[config.mk]
export PLATFORM = sky130hd
export DESIGN_NAME = sfc_irq_ctrl
export DESIGN_NICKNAME = d
export VERILOG_FILES = /design/src/rtl/sfc_irq_pkg.sv /design/src/rtl/sfc_irq_regs.sv /design/src/rtl/sfc_irq_src.sv /design/src/rtl/sfc_irq_status.sv /design/src/rtl/sfc_irq_ctrl.sv
export SDC_FILE = /design/constraint.sdc
export NUM_CORES = 1
export LEC_CHECK = 0
export ABC_AREA = 0
export CELL_PAD_IN_SITES_DETAIL_PLACEMENT = 1
export CELL_PAD_IN_SITES_GLOBAL_PLACEMENT = 1
export CORE_MARGIN = 2
export CORE_UTILIZATION = 34
export DETAILED_ROUTE_END_ITERATION = 16
export PLACE_DENSITY = 0.87
export SLEW_MARGIN = 20
export SYNTH_ARGS = -nofsm -noshare
export SYNTH_HDL_FRONTEND = slang
export SYNTH_SLANG_ARGS = --single-unit
[constraint.sdc]
create_clock -name clk_i -period 2.19 [get_ports clk_i]
set_clock_uncertainty 0.15 [all_clocks]
set_input_delay 0.438 -clock clk_i [delete_from_list [all_inputs] [get_ports clk_i]]
set_output_delay 0.438 -clock clk_i [all_outputs]
set_load 0.01 [all_outputs]
[src/rtl/sfc_irq_pkg.sv]
package sfc_irq_pkg;
  localparam int DATA_W = 32;
  localparam int ADDR_W = 2;
  localparam int NSRC   = 12;
  localparam int THR_W  = 5;

  localparam int B_TX_EMPTY = 0;
  localparam int B_TX_FULL  = 1;
  localparam int B_TX_THR   = 2;
  localparam int B_RX_EMPTY = 3;
  localparam int B_RX_FULL  = 4;
  localparam int B_RX_THR   = 5;
  localparam int B_DESC     = 9;
  localparam int B_PKT      = 10;
  localparam int B_DMA_ERR  = 11;

  localparam logic [NSRC-1:0] SRC_MASK = 12'hE3F;

  localparam int TX_THR_LSB = 8;
  localparam int RX_THR_LSB = 0;

  localparam logic [ADDR_W-1:0] A_EN   = 2'd0;
  localparam logic [ADDR_W-1:0] A_STAT = 2'd1;
  localparam logic [ADDR_W-1:0] A_SIG  = 2'd2;
  localparam logic [ADDR_W-1:0] A_THR  = 2'd3;

  typedef struct packed {
    logic [THR_W-1:0] tx;
    logic [THR_W-1:0] rx;
  } thr_t;
endpackage

[src/rtl/sfc_irq_regs.sv]
module sfc_irq_regs
  import sfc_irq_pkg::*;
(
  input  logic              clk_i,
  input  logic              rst_ni,
  input  logic              we_i,
  input  logic [ADDR_W-1:0] addr_i,
  input  logic [DATA_W-1:0] wdata_i,
  input  logic [NSRC-1:0]   stat_i,
  output logic [NSRC-1:0]   en_q_o,
  output logic [NSRC-1:0]   en_d_o,
  output logic [NSRC-1:0]   sig_q_o,
  output thr_t              thr_o,
  output logic [DATA_W-1:0] rdata_o
);
  logic [NSRC-1:0] en_q, sig_q, sig_d;
  thr_t thr_q, thr_d;
  logic unused_w;

  assign unused_w = ^wdata_i[DATA_W-1:TX_THR_LSB+THR_W];

  always_comb begin
    en_d_o = en_q;
    sig_d  = sig_q;
    thr_d  = thr_q;
    if (we_i) begin
      unique case (addr_i)
        A_EN:  en_d_o = wdata_i[NSRC-1:0] & SRC_MASK;
        A_SIG: sig_d  = wdata_i[NSRC-1:0] & SRC_MASK;
        A_THR: begin
          thr_d.tx = wdata_i[TX_THR_LSB +: THR_W];
          thr_d.rx = wdata_i[RX_THR_LSB +: THR_W];
        end
        default: ; // status is read-only
      endcase
    end
  end

  always_ff @(posedge clk_i or negedge rst_ni) begin
    if (!rst_ni) begin
      en_q  <= '0;
      sig_q <= '0;
      thr_q <= '0;
    end else begin
      en_q  <= en_d_o;
      sig_q <= sig_d;
      thr_q <= thr_d;
    end
  end

  always_comb begin
    rdata_o = '0;
    unique case (addr_i)
      A_EN:   rdata_o[NSRC-1:0] = en_q;
      A_STAT: rdata_o[NSRC-1:0] = stat_i;
      A_SIG:  rdata_o[NSRC-1:0] = sig_q;
      default: begin
        rdata_o[TX_THR_LSB +: THR_W] = thr_q.tx;
        rdata_o[RX_THR_LSB +: THR_W] = thr_q.rx;
      end
    endcase
  end

  assign en_q_o  = en_q;
  assign sig_q_o = sig_q;
  assign thr_o   = thr_q;
endmodule

[src/rtl/sfc_irq_src.sv]
module sfc_irq_src
  import sfc_irq_pkg::*;
#(
  parameter int FIFO_DEPTH = 16,
  parameter int CNT_W      = 5
) (
  input  logic [CNT_W-1:0] tx_level_i,
  input  logic [CNT_W-1:0] rx_level_i,
  input  thr_t             thr_i,
  input  logic             desc_done_i,
  input  logic             pkt_done_i,
  input  logic             dma_err_i,
  output logic [NSRC-1:0]  src_o
);
  localparam int CW = ((CNT_W > THR_W) ? CNT_W : THR_W) + 1;

  logic [CW-1:0] tx_free, tx_cnt, rx_cnt, tx_thr, rx_thr;

  assign tx_cnt  = CW'(tx_level_i);
  assign rx_cnt  = CW'(rx_level_i);
  assign tx_thr  = CW'(thr_i.tx);
  assign rx_thr  = CW'(thr_i.rx);
  assign tx_free = CW'(FIFO_DEPTH) - tx_cnt;

  always_comb begin
    src_o             = '0;
    src_o[B_TX_EMPTY] = (tx_cnt == '0);
    src_o[B_TX_FULL]  = (tx_cnt == CW'(FIFO_DEPTH));
    src_o[B_TX_THR]   = (tx_free >= tx_thr);
    src_o[B_RX_EMPTY] = (rx_cnt == '0);
    src_o[B_RX_FULL]  = (rx_cnt == CW'(FIFO_DEPTH));
    src_o[B_RX_THR]   = (rx_cnt >= rx_thr);
    src_o[B_DESC]     = desc_done_i;
    src_o[B_PKT]      = pkt_done_i;
    src_o[B_DMA_ERR]  = dma_err_i;
  end
endmodule

[src/rtl/sfc_irq_status.sv]
module sfc_irq_status
  import sfc_irq_pkg::*;
(
  input  logic            clk_i,
  input  logic            rst_ni,
  input  logic [NSRC-1:0] src_i,
  input  logic [NSRC-1:0] en_q_i,
  input  logic [NSRC-1:0] en_d_i,
  input  logic [NSRC-1:0] sig_q_i,
  output logic [NSRC-1:0] stat_o,
  output logic            irq_o
);
  logic unused_w;
  assign unused_w = ^{src_i & ~SRC_MASK, en_d_i & ~SRC_MASK};

  for (genvar i = 0; i < NSRC; i++) begin : g_bit
    if (SRC_MASK[i]) begin : g_live
      logic st_q;
      // latch needs the old enable, clear follows the new one
      always_ff @(posedge clk_i or negedge rst_ni) begin
        if (!rst_ni) st_q <= 1'b0;
        else         st_q <= (st_q | (src_i[i] & en_q_i[i])) & en_d_i[i];
      end
      assign stat_o[i] = st_q;
    end else begin : g_rsvd
      assign stat_o[i] = 1'b0;
    end
  end

  always_ff @(posedge clk_i or negedge rst_ni) begin
    if (!rst_ni) irq_o <= 1'b0;
    else         irq_o <= |(stat_o & en_q_i & sig_q_i);
  end
endmodule

[src/rtl/sfc_irq_ctrl.sv]
module sfc_irq_ctrl
  import sfc_irq_pkg::*;
#(
  parameter  int FIFO_DEPTH = 16,
  localparam int CNT_W      = $clog2(FIFO_DEPTH + 1)
) (
  input  logic              clk_i,
  input  logic              rst_ni,
  input  logic              we_i,
  input  logic [ADDR_W-1:0] addr_i,
  input  logic [DATA_W-1:0] wdata_i,
  output logic [DATA_W-1:0] rdata_o,
  input  logic [CNT_W-1:0]  tx_level_i,
  input  logic [CNT_W-1:0]  rx_level_i,
  input  logic              desc_done_i,
  input  logic              pkt_done_i,
  input  logic              dma_err_i,
  output logic              irq_o
);
  logic [NSRC-1:0] en_w, en_d_w, sig_w, stat_w, src_w;
  thr_t            thr_w;

  sfc_irq_regs i_regs (
    .clk_i   (clk_i),
    .rst_ni  (rst_ni),
    .we_i    (we_i),
    .addr_i  (addr_i),
    .wdata_i (wdata_i),
    .stat_i  (stat_w),
    .en_q_o  (en_w),
    .en_d_o  (en_d_w),
    .sig_q_o (sig_w),
    .thr_o   (thr_w),
    .rdata_o (rdata_o)
  );

  sfc_irq_src #(.FIFO_DEPTH(FIFO_DEPTH), .CNT_W(CNT_W)) i_src (
    .tx_level_i  (tx_level_i),
    .rx_level_i  (rx_level_i),
    .thr_i       (thr_w),
    .desc_done_i (desc_done_i),
    .pkt_done_i  (pkt_done_i),
    .dma_err_i   (dma_err_i),
    .src_o       (src_w)
  );

  sfc_irq_status i_status (
    .clk_i   (clk_i),
    .rst_ni  (rst_ni),
    .src_i   (src_w),
    .en_q_i  (en_w),
    .en_d_i  (en_d_w),
    .sig_q_i (sig_w),
    .stat_o  (stat_w),
    .irq_o   (irq_o)
  );
endmodule

==> results of run 1 <==
flip-flops by register name, indices dropped and copies added, names as in the netlist:
name                        count
i_regs.sig_q_o                  9
i_regs.thr_o                   10
i_regs.en_q_o                   9
i_status.irq_o                  1
i_status.g_bit.g_live.st_q      9
worst paths after layout:
check,end,slack (ns),depth (start not counted)
min reg2reg,i_regs.sig_q_o[3],0.38,1
max,rdata_o[0],0.03,4
min in group clk_i,i_regs.sig_q_o[3],0.38,1
max reg2reg,i_status.g_bit[2].g_live.st_q,0.44,5
max in group asynchronous,i_regs.thr_o[8],1.51,2
min,i_status.g_bit[10].g_live.st_q,0.04,2
worst max-delay path, stage by stage:
cell,delay [ns]
sky130_fd_sc_hd__clkdlybuf4s15_2,0.21
sky130_fd_sc_hd__buf_6,0.12
sky130_fd_sc_hd__mux4_2,0.50
sky130_fd_sc_hd__dlygate4sd2_1,0.30
cells in the final DEF, fill, tap and decap left out, types with 4 or more instances in the layout:
cell,instances
sky130_fd_sc_hd__a21o_1,5
sky130_fd_sc_hd__a21oi_1,4
sky130_fd_sc_hd__buf_4,15
sky130_fd_sc_hd__clkbuf_8,6
sky130_fd_sc_hd__clkdlybuf4s50_1,22
sky130_fd_sc_hd__conb_1,21
sky130_fd_sc_hd__dfrtp_1,38
sky130_fd_sc_hd__dlygate4sd2_1,10
sky130_fd_sc_hd__ha_1,12
sky130_fd_sc_hd__inv_1,12
sky130_fd_sc_hd__mux2_2,22
sky130_fd_sc_hd__mux4_2,8
sky130_fd_sc_hd__nand2_1,13
sky130_fd_sc_hd__nand3_1,7
sky130_fd_sc_hd__nor2_1,7
sky130_fd_sc_hd__nor3_1,4
per-stage QoR:
step / TNS [ns] / area (µm²) / power, mW
CTS: 0 / 2880 / 2.02
floorplan: 0 / 2340 / 1.27
global route: 0 / 2880 / 2.11
global placement: -5.88 / 2770 / 1.49
detailed placement: -7.26 / 2770 / 1.53
finish: 0 / 2880 / 2.00
layout make-up:
cell class	instances	share of cell area
clock buffer	7	0.0300
clock inverter	1	0.00174
inverter	14	0.0183
multi-input combinational	140	0.407
sequential	38	0.331
tap	77	0.0335
timing repair buffer	58	0.179
per-layer routing:
layer  global-route usage  vias up
met5                    0        -
met4               0.0519        0
met3               0.0327        8
met2                0.283       47
met1                0.196      830
li1                     -      776
cell families (layout without fill, tap and decap cells):
family | Yosys count | in the layout
other | 1 | 21
multiplexers | 33 | 33
XOR/XNOR | 2 | 2
adder cells (fa/ha/maj) | 13 | 13
AO/OA/AOI/OAI | 20 | 20
buffers and inverters | 40 | 80
flip-flops | 38 | 38
AND/OR/NAND/NOR | 51 | 51
power by group through the flow:
stage,Sequential [mW],Combinational (mW),Clock (mW)
after floorplan,0.905,0.367,0
after global placement,0.934,0.554,0
after detailed placement,0.946,0.579,0
after CTS,0.933,0.567,0.518
after global routing,0.950,0.619,0.546
final,0.934,0.561,0.501
repair_timing:
action / in CTS / in global routing
hold buffers: 0 / 0
resized for setup: 39 / 2
setup endpoints to repair: 12 / 5
pin swaps: 5 / 2
gates cloned: 0 / 0
==> flow_summary.yaml, run 1 <==
min_path:
  min-delay-path-class: "primary input to async pin"
detailed_routing:
  detailedRoute.firstIterationViolations: 39
  firstDrtPassIters: 4
  drt-vias-per-instance: 4.96
  num_vias: 1661
  antenna_left: 0
  drt-total-wl_mm: 5.49
  wl_met1_mm: 2.27
  drc: 0
  detailroute.wirelength.met2_mm: 2.87
  met3_length_um: 274
  routed_wire_length_per_instance_um: 16.4
  top_layer_used: "met4"
sta:
  timing.slew.headroom: 0.665
  hold_slack_ns: 0.0362
  timing.final.crit_period_ns: 2.16
  worst_pin_slew_ns: 0.496
  finalWorstSetupSlack_ns: 0.0267
  max_freq_mhz: 462
  timing_max_transition_violations_final: 0
  timing.final.setup_violations: 0
  rsz0062_at_grt: "false"
  finalCritPeriodShare: 0.988
  hold_violations: 0
power_and_ir_drop:
  netSwitchingPower_mw: 0.597
  cellPowerDensity_mw_per_mm2: 694
  pwr-share-clk: 0.251
  share_seq_of_total_power: 0.468
  combPwrFrac: 0.281
  irDropWorstVdd_v: 0.000315
  internal-power_mw: 1.40
  static-leakage-power_nw: 1.39
  switching_share: 0.299
yosys:
  synth_mux_area_frac: 0.207
  synth.cell_area_mm2: 0.00227
  yosysUniqueCellTypes: 38
  synth_compound_gate_area_share: 0.0624
  async_flop_share: 1.00
  syn_avg_cell_area_um2: 11.4
  ys_top_cells_by_area: "sky130_fd_sc_hd__dfrtp_1 (42%), sky130_fd_sc_hd__mux2_2 (11%), sky130_fd_sc_hd__mux4_2 (8.0%)"
  ys_dominant_reg_cell: "sky130_fd_sc_hd__dfrtp_1"
  synthXorXnorAreaFrac: 0.00773
  ys_top_cells_by_count: "sky130_fd_sc_hd__dfrtp_1 (38), sky130_fd_sc_hd__buf_4 (22), sky130_fd_sc_hd__mux2_2 (22), sky130_fd_sc_hd__inv_1 (14)"
  synth-simple-area-share: 0.120
  synth_seq_cells: 38
  synth_top_area_frac: 0.420
  synth_top_family_by_area: "multiplexers"
  synth_sequential_area_ratio: 0.420
  synthAdderAreaFrac: 0.0718
  synthesis.yosys.warnings: 0
  synthMostInstantiatedCell: "sky130_fd_sc_hd__dfrtp_1"
  synth_edf_count: 0
  post_synth_inst_count: 198
  synth_largest_area_cell: "sky130_fd_sc_hd__dfrtp_1"
clocking:
  htreeDepth: 2
  tritoncts: "built"
  clockBufferDepth: 2
  cts_inserted_buffers: 5
  numClockSinks: 38
  clkLatencyLatePin_ns: 0.29
  clk_pin_slew_worst_paths_ns: 0.08
  postCtsSetupBuffers: 0
  cts_root_buf: "sky130_fd_sc_hd__clkbuf_8"
die:
  die_width_um: 85.6
  core_area_mm2: 0.00639
  design.die.area_mm2: 0.00733
  fp.dieH_um: 85.6
  initial_util: 0.355
  core.rowCount: 29
  pin_count: 83
final_layout:
  finish.net_count: 320
  multi_input_area_mm2: 0.00117
  utilization: 0.450
  final.fill_count: 721
  syn2layout_area_growth_pct: 26.9
  drive_above_1_share: 0.279
  insertedDiodeCount: 0
  finalNonFillerCells: 335
  ff_latch_area_um2: 951
global_route:
  globalRoute.totalOverflow: 0
  first_global_vias: 1785
  grt_first_pass_wirelength_mm: 9.02
  initial_antenna_violation_count: 0
  track_usage: 0.160
  grt_max_degree: 39
status:
  run_status: "finished, final reports clean"
placed_design:
  port_buffers: 40
  dp_worst_setup_slack_ns: -0.720
  dpl.hpwl_mm: 4.33
  gp_routability_congestion: 0.730
  place.detailed.instances: 327
job:
  drv.max_cap_violation_count: 0
critical_path:
  critical_path_peak_fanout: 3
  timing.critical_path.required_ns: 1.60
  worst_r2r_startpoint: "i_regs.thr_o[5]"
  worstPathArrival_ns: 1.58
  worst_setup_path_end_kind: "output port"
  setup.worst_path.class: "primary input to output port"
  cp-startpoint: "addr_i[0]"
  critPathLaunchType: "primary input"
No activity file was read; power rests on OpenSTA's default activity.
==> inputs of run 2 (changes only) <==
--- a/config.mk
+++ b/config.mk
@@ -6,6 +6,7 @@
 export NUM_CORES = 1
 export LEC_CHECK = 0
 export ABC_AREA = 0
+export CAP_MARGIN = 25
 export CELL_PAD_IN_SITES_DETAIL_PLACEMENT = 1
 export CELL_PAD_IN_SITES_GLOBAL_PLACEMENT = 1
 export CORE_MARGIN = 2
==> results of run 2 <==
The final DEF is identical to that of run 1; final timing and power are the same.
